==> src/rtl/parity_guard_pkg.sv <==
package parity_guard_pkg;

  // Strobes from control to datapath
  typedef struct packed {
    logic genEn;   // local agent drives AD: produce parity next cycle
    logic capEn;   // local agent listens: keep expected parity for the check
  } dpStrobe_t;

  // Control write data bit positions
  localparam int unsigned WB_PERR_EN  = 0;
  localparam int unsigned WB_SERR_EN  = 1;
  localparam int unsigned WB_PERR_CLR = 2;
  localparam int unsigned WB_SERR_CLR = 3;
  localparam int unsigned WB_WIDTH    = 4;

endpackage

==> src/rtl/parity_guard_datapath.sv <==
module parity_guard_datapath
  import parity_guard_pkg::*;
#(
  parameter int unsigned AD_W = 32,
  parameter int unsigned LANE_W = 8
) (
  input  logic                     clk,
  input  logic                     rstN,
  input  logic [AD_W-1:0]          adIn,
  input  logic [AD_W/LANE_W-1:0]   cbeIn,
  input  logic                     parIn,
  input  dpStrobe_t                stb,
  output logic                     parOut,
  output logic                     parOe,
  output logic                     mismatch
);

  localparam int unsigned LANES = AD_W / LANE_W;

  logic [LANES-1:0] lanePar;
  logic             totPar;
  logic             expPar;

  // per-lane parity, each lane folded with its byte-enable bit
  for (genvar g = 0; g < LANES; g++) begin : g_lane
    assign lanePar[g] = (^adIn[g*LANE_W +: LANE_W]) ^ cbeIn[g];
  end

  assign totPar = ^lanePar;

  always_ff @(posedge clk) begin
    if (!rstN) begin
      parOut <= 1'b0;
      parOe  <= 1'b0;
      expPar <= 1'b0;
    end else begin
      parOe  <= stb.genEn;
      parOut <= stb.genEn ? totPar : 1'b0;
      if (stb.capEn) expPar <= totPar;
    end
  end

  // received parity for the previous cycle against the locally computed value
  assign mismatch = parIn ^ expPar;

endmodule

==> src/rtl/parity_guard_control.sv <==
module parity_guard_control
  import parity_guard_pkg::*;
(
  input  logic                clk,
  input  logic                rstN,
  input  logic                localDrive,
  input  logic                addrPhase,
  input  logic                dataPhase,
  input  logic                specialCyc,
  input  logic                targetSel,
  input  logic                regWe,
  input  logic [WB_WIDTH-1:0] regWdata,
  input  logic                mismatch,
  output dpStrobe_t           stb,
  output logic                perrOut,
  output logic                perrOe,
  output logic                serrOut,
  output logic                serrOe,
  output logic                stsPerr,
  output logic                stsSerr,
  output logic                perrEnable,
  output logic                serrEnable
);

  logic pendPerr, pendSerr;
  logic classPerr, classSerr;
  logic errPerr, errSerr;
  logic clrPerr, clrSerr;

  assign stb.genEn = localDrive;
  assign stb.capEn = !localDrive;

  // classification of the current cycle, checked next cycle
  assign classPerr = !localDrive && dataPhase && targetSel && !specialCyc;
  assign classSerr = !localDrive && (addrPhase || (dataPhase && specialCyc));

  assign errPerr = pendPerr && mismatch;
  assign errSerr = pendSerr && mismatch;

  assign clrPerr = regWe && regWdata[WB_PERR_CLR];
  assign clrSerr = regWe && regWdata[WB_SERR_CLR];

  always_ff @(posedge clk) begin
    if (!rstN) begin
      pendPerr   <= 1'b0;
      pendSerr   <= 1'b0;
      perrOut    <= 1'b0;
      perrOe     <= 1'b0;
      serrOut    <= 1'b0;
      serrOe     <= 1'b0;
      stsPerr    <= 1'b0;
      stsSerr    <= 1'b0;
      perrEnable <= 1'b0;
      serrEnable <= 1'b0;
    end else begin
      pendPerr <= classPerr;
      pendSerr <= classSerr;
      perrOut  <= errPerr && perrEnable;
      // keep driving one more cycle after assertion to return the line high
      perrOe   <= (errPerr && perrEnable) || perrOut;
      serrOut  <= errSerr && serrEnable;
      serrOe   <= errSerr && serrEnable;
      // new error outranks a simultaneous clear
      stsPerr  <= errPerr || (stsPerr && !clrPerr);
      stsSerr  <= errSerr || (stsSerr && !clrSerr);
      if (regWe) begin
        perrEnable <= regWdata[WB_PERR_EN];
        serrEnable <= regWdata[WB_SERR_EN];
      end
    end
  end

endmodule

==> src/rtl/bus_parity_guard.sv <==
module bus_parity_guard
  import parity_guard_pkg::*;
#(
  parameter int unsigned AD_W = 32,
  parameter int unsigned LANE_W = 8,
  localparam int unsigned CBE_W = AD_W / LANE_W
) (
  input  logic                clk,
  input  logic                rstN,
  input  logic [AD_W-1:0]     adIn,
  input  logic [CBE_W-1:0]    cbeIn,
  input  logic                parIn,
  input  logic                localDrive,
  input  logic                addrPhase,
  input  logic                dataPhase,
  input  logic                specialCyc,
  input  logic                targetSel,
  input  logic                regWe,
  input  logic [WB_WIDTH-1:0] regWdata,
  output logic                parOut,
  output logic                parOe,
  output logic                perrOut,
  output logic                perrOe,
  output logic                serrOut,
  output logic                serrOe,
  output logic                stsPerr,
  output logic                stsSerr,
  output logic                perrEnable,
  output logic                serrEnable
);

  dpStrobe_t stb;
  logic      mismatch;

  parity_guard_datapath #(.AD_W(AD_W), .LANE_W(LANE_W)) u_dp (
    .clk(clk), .rstN(rstN), .adIn(adIn), .cbeIn(cbeIn), .parIn(parIn),
    .stb(stb), .parOut(parOut), .parOe(parOe), .mismatch(mismatch)
  );

  parity_guard_control u_ctl (
    .clk(clk), .rstN(rstN), .localDrive(localDrive), .addrPhase(addrPhase),
    .dataPhase(dataPhase), .specialCyc(specialCyc), .targetSel(targetSel),
    .regWe(regWe), .regWdata(regWdata), .mismatch(mismatch), .stb(stb),
    .perrOut(perrOut), .perrOe(perrOe), .serrOut(serrOut), .serrOe(serrOe),
    .stsPerr(stsPerr), .stsSerr(stsSerr),
    .perrEnable(perrEnable), .serrEnable(serrEnable)
  );

endmodule

==> config.mk <==
export PLATFORM = sky130hd
export DESIGN_NAME = bus_parity_guard
export DESIGN_NICKNAME = d
export VERILOG_FILES = /design/src/rtl/parity_guard_pkg.sv /design/src/rtl/parity_guard_datapath.sv /design/src/rtl/parity_guard_control.sv /design/src/rtl/bus_parity_guard.sv
export SDC_FILE = /design/constraint.sdc
export NUM_CORES = 1
export LEC_CHECK = 0
export BUFFER_PORTS_ARGS = -buffer_cell sky130_fd_sc_hd__buf_4
export CAP_MARGIN = 25
export CORE_ASPECT_RATIO = 1.25
export CORE_MARGIN = 3
export CORE_UTILIZATION = 40
export DETAILED_ROUTE_END_ITERATION = 6
export GPL_ROUTABILITY_DRIVEN = 1
export HOLD_SLACK_MARGIN = 0.08
export PLACE_DENSITY = 0.95
export REMOVE_ABC_BUFFERS = 1
export SLEW_MARGIN = 15
export SYNTH_ARGS = -nofsm -noshare
export SYNTH_HDL_FRONTEND = slang
export SYNTH_SLANG_ARGS = --single-unit
==> constraint.sdc <==
create_clock -name clk -period 3.05 [get_ports clk]
set_input_delay 0.1525 -clock clk [delete_from_list [all_inputs] [get_ports clk]]
set_output_delay 0.1525 -clock clk [all_outputs]
set_load 0.005 [all_outputs]
* Yosys cells after proc, flatten, opt, wreduce, memory -nomap -nowiden
Index checks and enable logic that the tools add are counted.
Storage, ports and cells: flip-flop bits (word level) 12, bits in latches 0, bits in writable memories 0, ROM bits 0, input bits 49, logic and storage cells 44, memories 0
Cells by class: add/sub/neg operators 0, multipliers 0, div/mod/pow operators 0, magnitude comparators 0, eq/ne operators 0, shift operators 0, mux-type cells 0, bitwise logic cells 5, reductions and logical operators 27
Operators with widths (number):
- XOR reduction 8 bit | 4
- logical AND 1 bit | 13
- XOR 1 bit | 5
- logical NOT 1 bit | 4
- logical OR 1 bit | 4
- XOR reduction 4 bit | 1
- AND reduction 2 bit | 1

* Longest topological paths before layout
Gate-level depths: netlist of run 1.
depth in word-level cells 4, gate-level depth with buffers 6, mapped depth without buffers 6

* Modules after synthesis
From an unflattened synthesis of run 1, not the netlist that was laid out.
Unflattened totals: cell total of the unflattened synthesis 73, area, all modules 734.5 sq um
Modules (own cells, without submodules):
- parity_guard_datapath | times used 1, cells an instance 42, area an instance 402.9 sq um, seq. area each 60.1 sq um
- parity_guard_control | times used 1, cells an instance 31, area an instance 331.6 sq um, seq. area each 180.2 sq um

* Least setup slack after synthesis of run 1
No wires, ideal clock.
path type input to register, start point input adIn[25], end point register u_dp.expPar, setup time 0.116 ns, arrival 1.342 ns, required time 2.934 ns, path slack 1.592 ns, stages 6, buffers on the path 0, cell sequence xor2_1 -> xnor2_1 -> xnor2_1 -> xnor3_1 -> xnor2_1 -> o211a_1
On the way: longest elaborated chain between the ends 3
Ends and longest elaborated chain:
- start, declared | line bus_parity_guard.sv:10 | input logic [AD_W-1:0] adIn,
- XOR reduction 8 bit | line parity_guard_datapath.sv:26 | assign lanePar[g] = (^adIn[g*LANE_W +: LANE_W]) ^ cbeIn[g];
- XOR 1 bit | line parity_guard_datapath.sv:26
- XOR reduction 4 bit | line parity_guard_datapath.sv:29 | assign totPar = ^lanePar;
- end signal, assigned | line parity_guard_datapath.sv:39 | if (stb.capEn) expPar <= totPar;
- end, declared | line parity_guard_datapath.sv:22 | logic expPar;
Every way passes these cells. A chain may end at the register's enable or synchronous reset.

* Final worst setup path of run 1
Ends and elaborated chain as after synthesis.

==> results by group, run 1 <==
Outcome
  – Outcome: complete, no violations

Logic synthesis
  – Post-synth ARST share: 0%
  – Syn Area/Cell: between 10 and 15 um^2
  – Cell Area, Synth: 713 um^2
  – Post-synth EDFFs: 0
  – Post-Syn Instances: 70
  – FF+latch count, synth: 12
  – Synthesis Warnings: 0
  – Seq/Total Area, Yosys: 33.7%
  – Synth Flop Type: dfxtp_1
  – Synth unique cells: 17

Pwr
  – Flop pwr share: between 30% and 40%
  – Part of the power in the clock network: between 20 and 25%
  – Power share of the combinational group: 44.7%
  – Maximum vdd drop: 321 uV
  – Cell Int Power: roughly 0.4 mW
  – Leakage power: 0.575 nW
  – Sw Pwr: 0.149 mW
  – Power Density: 456 nW/um^2
  – Sw frac: 27.1%

Layout
  – Non-filler cells, final: 150
  – Most frequent cells in the layout: 58 x buf_4, 29 x xnor2_1, 12 x dfxtp_1
  – Synthesis-to-layout area growth: 69.6%
  – Nets: 182
  – Multi-input gate area: 465 um^2
  – Layout cell share with drive strength beyond 1: between 40% and 50%
  – Commonest non-fill, non-tap cell in the layout: buf_4
  – Final core utilization: 74.6%
  – Diodes inserted: 0
  – Storage cell area: 240 um^2
  – Fillers: 125

Clock tree
  – CTS tree: yes
  – Post-CTS Setup Inserts: 0
  – Cts hold-fix bufs: 1
  – Clk root buf: clkbuf_4
  – Clock Pin Slew Worst Setup and Hold Paths: 0.07 ns
  – TritonCTS buffer count: 3
  – Post_cts resized: 0
  – CTS sink cnt: 12
  – Clock latency on the worst-skew pair: 0.27 ns
  – Clock buffer depth: 2
  – CTS H-tree lvls: 1

Setup path
  – Worst Setup SP: adIn[25]
  – RR Startpoint: u_dp.expPar
  – CP Data Arrival Time: 1.57 ns
  – Critical Path RT: 3.21 ns
  – Reg-to-reg endpoint: u_ctl.perrOe
  – CP Launch Type: input pin
  – WS Path Type: in2reg
  – Endpoint class of the critical path: register
  – R2R cell count: 3
  – Crit-path max FO: 2
  – Flop2flop setup slack: 2.05 ns

Floorplan
  – Initial core utilization: a little over two fifths
  – Die area: roughly 2300 um^2
  – Std-Cell Rows: 16
  – Die height: ~53 um
  – Top Ports: between 50 and 60
  – Core box area: 1620 um^2
  – Die Span X: 43.8 um

Timing
  – Rel. slew slack: roughly 80%
  – Worst-margin pin slew: between 0.2 and 0.3 ns
  – Final Skew: 0.00364 ns
  – Highest clock rate: 709 MHz
  – Hold Vio Cnt, Final: 0
  – Period utilisation layout: between 40% and 50%
  – Sum Neg Setup Slack: 0 ns
  – Fin crit period: 1.41 ns
  – Final setup fails: 0
  – Max Slew Vio Count: 0
  – Unrepaired setup endpoints after global routing: false

Drt
  – Initial drt markers: 4
  – Total iterations of the first detailed-routing run: 4
  – Vias: 719
  – Vias per cell: 4.79
  – WL/cell: 12.8 um
  – DRC Markers: 0
  – Final ANT Viol Nets: 0
  – DRT Wirelength: 1920 um

Global routing
  – Largest net degree at the start of global routing: 11
  – Antenna violations before repair: 0
  – Vias in the first global route: 696
  – Congestion Overflow GR: 0
  – GRT Total Usage: 16.6%
  – First-pass GRT wire length: 2740 um

Placement
  – Placer congestion estimate: 0.677
  – PortBufs: 58
  – Placed cells: approximately 150

Min path
  – Hold depth: 3
  – Hold Path Class: in2reg
  – Worst Hold End: u_ctl.pendSerr
  – Hold Startpoint: addrPhase

Job
  – Max-Cap Viols: 0
==> critical path: stages <==
cell	delay, ns
buf_4	0.11
xor2_1	0.16
xnor2_1	0.19
xnor2_1	0.14
xnor3_1	0.44
xnor2_1	0.16
o211a_1	0.21
==> power by group through the flow <==
| stage | logic, mW | clock network (mW) | registers (mW) |
|---|---|---|---|
| global route | 0.265 | 0.131 | 0.183 |
| global placement | 0.233 | 0 | 0.184 |
| floorplan | 0.154 | 0 | 0.185 |
| finish | 0.246 | 0.123 | 0.182 |
| detailed placement | 0.247 | 0 | 0.185 |
| CTS | 0.249 | 0.127 | 0.181 |
==> synth_stat cells (2+ instances only) <==
cell type  count  area share [%]
xor2_1         5             6.1
dfxtp_1       12              34
and4_1         2             2.5
mux2i_1        2             2.8
nor2b_1        4             3.5
a22oi_1        2             2.1
nand2b_1       2             1.8
and2_1         2             1.8
xnor2_1       29              36
nand2_1        3             1.6
==> routing by layer <==
| metal | track usage, % | wire [um] | up-vias |
|---|---|---|---|
| met5 | 0 | 0 | - |
| met4 | 13.1 | 85 | 0 |
| li1 | - | - | 353 |
| met2 | 33.3 | 1130 | 37 |
| met3 | 3.06 | 137 | 8 |
| met1 | 13.2 | 567 | 321 |
==> worst max path at each step <==
stage	to	cells past startpoint	slack [ns]
after global routing	u_dp.expPar	7	1.60
after CTS	u_dp.expPar	7	1.64
after floorplan	u_dp.expPar	6	1.59
final	u_dp.expPar	7	1.64
after global placement	u_dp.expPar	7	1.44
after detailed placement	u_dp.expPar	7	1.35
==> flip-flops by register name, summed over array words and instances, names as in the netlist <==
register / flops
u_dp.parOe: 1
u_ctl.serrOut: 1
u_ctl.perrEnable: 1
u_ctl.perrOut: 1
u_ctl.pendSerr: 1
u_ctl.pendPerr: 1
u_ctl.stsPerr: 1
u_ctl.perrOe: 1
u_dp.parOut: 1
u_ctl.stsSerr: 1
u_ctl.serrEnable: 1
u_dp.expPar: 1
==> metrics by stage <==
stage	area (um^2)	total power [mW]	hold slack, ns	setup WS (ns)
finish	1210	0.551	0.0884	1.64
CTS	1210	0.557	0.0835	1.64
global placement	1160	0.417	0.332	1.44
global route	1210	0.579	0.0918	1.60
floorplan	706	0.340	0.229	1.59
detailed placement	1160	0.432	0.337	1.35
==> cell type report <==
type / count / share of cell area (%)
multi-input cells: 57 / 38.5
repair buffers: 59 / 36.8
flip-flops and latches: 12 / 19.9
clock buffers: 4 / 3.00
well taps: 18 / 1.86
==> kinds of logic (layout without fill, tap and decap cells) <==
| family | after synthesis | count (layout) | share of synthesized area [%] |
|---|---|---|---|
| xor gates and xnor gates | 35 | 35 | 44.9 |
| and+or+nand+nor | 15 | 15 | 12.3 |
| DFF | 12 | 12 | 33.7 |
| AOI/OAI and AO/OA | 5 | 5 | 5.26 |
| muxes | 2 | 2 | 2.81 |
| buffers and inverters | 1 | 63 | 1.05 |
Power figures use the tool's default switching activity.
==> run 2: changes to the inputs <==
Settings changed: ABC_AREA set to 1, CORE_UTILIZATION 40 to 44, PLACE_DENSITY 0.95 to 0.92.
Clock period 3.05 ns to 1.3 ns, I/O delays scaled along.
==> results by group, run 2 <==
Clock tree
  – Clock Pin Slew Worst Setup and Hold Paths: 0.07 ns
  – CTS tree: yes
  – Clock latency on the worst-skew pair: 0.27 ns
  – TritonCTS buffer count: 3
  – Post-CTS Setup Inserts: 0
  – CTS H-tree lvls: 1
  – Clock buffer depth: 2
  – CTS sink cnt: 12
  – Clk root buf: clkbuf_4
  – Post_cts resized: 0

Setup path
  – Crit-path max FO: 2
  – CP Launch Type: input pin
  – Critical path, cell by cell: dlygate4sd3_1 > buf_4 > nand2_1 > nor3_1 > dlygate4sd3_1
  – Delay-heaviest family, CP: buffers and inverters
  – Flop2flop setup slack: 0.11 ns
  – Largest stage delay, worst path: around 0.57 ns
  – Most frequent CP cell: dlygate4sd3_1
  – Critical Path RT: roughly 1.5 ns
  – Slowest cell on the critical path: dlygate4sd3_1
  – WP depth: 5
  – CP Data Arrival Time: 1.49 ns
  – R2R cell count: 3
  – WP buf/inv: 3
  – WS Path Type: in2reg
  – Endpoint class of the critical path: register

Timing
  – Fin crit period: 1.27 ns
  – Final setup fails: 0
  – Sum Neg Setup Slack: 0 ns
  – Final Skew: about 0.0033 ns
  – Highest clock rate: 788 MHz
  – Hold Vio Cnt, Final: 0
  – Final worst setup slack: 0.0312 ns
  – Period utilisation layout: 97.6%
  – Worst-margin pin slew: 0.196 ns
  – Max Slew Vio Count: 0
  – Rel. slew slack: 86.8%
  – Unrepaired setup endpoints after global routing: false

Outcome
  – Outcome: complete, no violations

Layout
  – Nets: 309
  – Synthesis-to-layout area growth: 57.3%
  – Layout cell share with drive strength beyond 1: between 20% and 30%
  – Most frequent cells in the layout: 83 x nand2_1, 58 x buf_4, 26 x inv_1
  – Diodes inserted: 0
  – Commonest non-fill, non-tap cell in the layout: nand2_1
  – Non-filler cells, final: about 290

Drt
  – DRC Markers: 0
  – DRT Wirelength: 2620 um
  – Initial drt markers: 21
  – Total iterations of the first detailed-routing run: 4
  – WL/cell: 9.07 um
  – Vias: around 1,300
  – Vias per cell: 4.50
  – Final ANT Viol Nets: 0

Global routing
  – Congestion Overflow GR: 0
  – First-pass GRT wire length: 4490 um
  – Antenna violations before repair: 0
  – Vias in the first global route: 1,225
  – GRT Total Usage: 19.0%
  – Largest net degree at the start of global routing: 7

Placement
  – Dpl hpwl: roughly 2000 um
  – Pre-CTS WS: 0.127 ns
  – Placer congestion estimate: 0.687
  – Placed cells: 275
  – PortBufs: 58

Logic synthesis
  – FF+latch count, synth: 12
  – Count leader, synth: nand2_1
  – Commonest cells in the netlist: 83 x nand2_1, 26 x inv_1, 13 x nand3_1
  – Synth top area cells: nand2_1 30%, dfxtp_1 23%, inv_1 9.3%
  – Post-synth ARST share: 0%
  – Yosys top cell area share: 29.8%
  – Cell Area, Synth: approximately 1000 um^2
  – Post-Syn Instances: 187
  – Synth Flop Type: dfxtp_1
  – Seq/Total Area, Yosys: 23.0%
  – Synthesis Warnings: 0
  – Synth unique cells: 14
  – Syn Area/Cell: 5.59 um^2
  – Post-synth EDFFs: 0
  – Post-synth top area cell: nand2_1

Floorplan
  – Top Ports: between 50 and 60
  – Die Span X: 49.6 um
  – Die area: 3000 um^2
  – Core box area: about 2200 um^2
  – Initial core utilization: 46.8%
  – Die height: 60.5 um
  – Std-Cell Rows: 19

Pwr
  – Leakage power: 0.980 nW
  – Maximum vdd drop: 417 uV
  – Power Total: 1.17 mW
  – Power Density: 709 nW/um^2

Min path
  – Hold depth: 4
  – Hold Path Class: in2reg

Job
  – Max-Cap Viols: 0
-- run 2: repair_timing --
action                     in CTS  in global routing
hold buffers                   11                  0
hold endpoints to repair        9                  0
setup endpoints to repair       0                  0
-- run 2: through the flow --
| step | hold WS [ns] | utilization (%) | instance area, um^2 |
|---|---|---|---|
| after floorplan | 0.143 | - | 1040 |
| after global placement | 0.248 | 67.7 | 1510 |
| after detailed placement | 0.252 | 67.7 | 1510 |
| after CTS | 0.0834 | 73.6 | 1650 |
| after global routing | 0.0949 | 73.6 | 1650 |
| final | 0.0835 | 73.6 | 1650 |
-- run 2: worst paths after layout --
path                                       start          endpoint
worst max-delay path                   dataPhase    u_ctl.pendPerr
worst max register to register  u_ctl.perrEnable  u_ctl.perrEnable
worst min register to register     u_ctl.stsSerr     u_ctl.stsSerr
worst min-delay path                       regWe     u_ctl.stsSerr
-- run 2: kinds of logic (layout without fill, tap and decap cells) --
kind of cell | count (synthesis) | after routing | synth area share, %
XOR/XNOR | 19 | 19 | 15.9
buffers and inverters | 33 | 104 | 12.2
AND/OR/NAND/NOR | 117 | 117 | 46.1
AO/OA/AOI/OAI | 6 | 6 | 2.87
flip-flops | 12 | 12 | 23.0
-- run 2: final cells by class --
class | instances | area, um^2
well taps | 31 | 38.8
flip-flops and latches | 12 | 240
multi-input cells | 142 | 678
fillers | 191 | 589
inverters | 32 | 120
clock buffers | 3 | 22.5
repair buffers | 69 | 546
-- run 2: layer usage --
metal | track usage, % | wire, um | vias up | part of all wire (%)
met5 | 0 | 0 | - | 0
met4 | 8.30 | 50 | 0 | 1.9
met3 | 1.72 | 132 | 4 | 5.0
met2 | 41.0 | 1570 | 42 | 60
met1 | 17.8 | 869 | 563 | 33
li1 | - | - | 692 | -
-- run 2: report_power, final --
group          switching (mW)  total [mW]  internal (mW)  leakage [nW]
clock                   0.117       0.225          0.107        0.0138
sequential             0.0114       0.401          0.390        0.0982
combinational           0.269       0.541          0.272         0.868
-- run 2: worst register-to-register path: cells and delay by family, from the launching register on --
kind,cells,cell delay (ns)
flip-flops,1,0.33
AO/OA/AOI/OAI,1,0.16
buffers and inverters,1,0.54
AND/OR/NAND/NOR,1,0.05
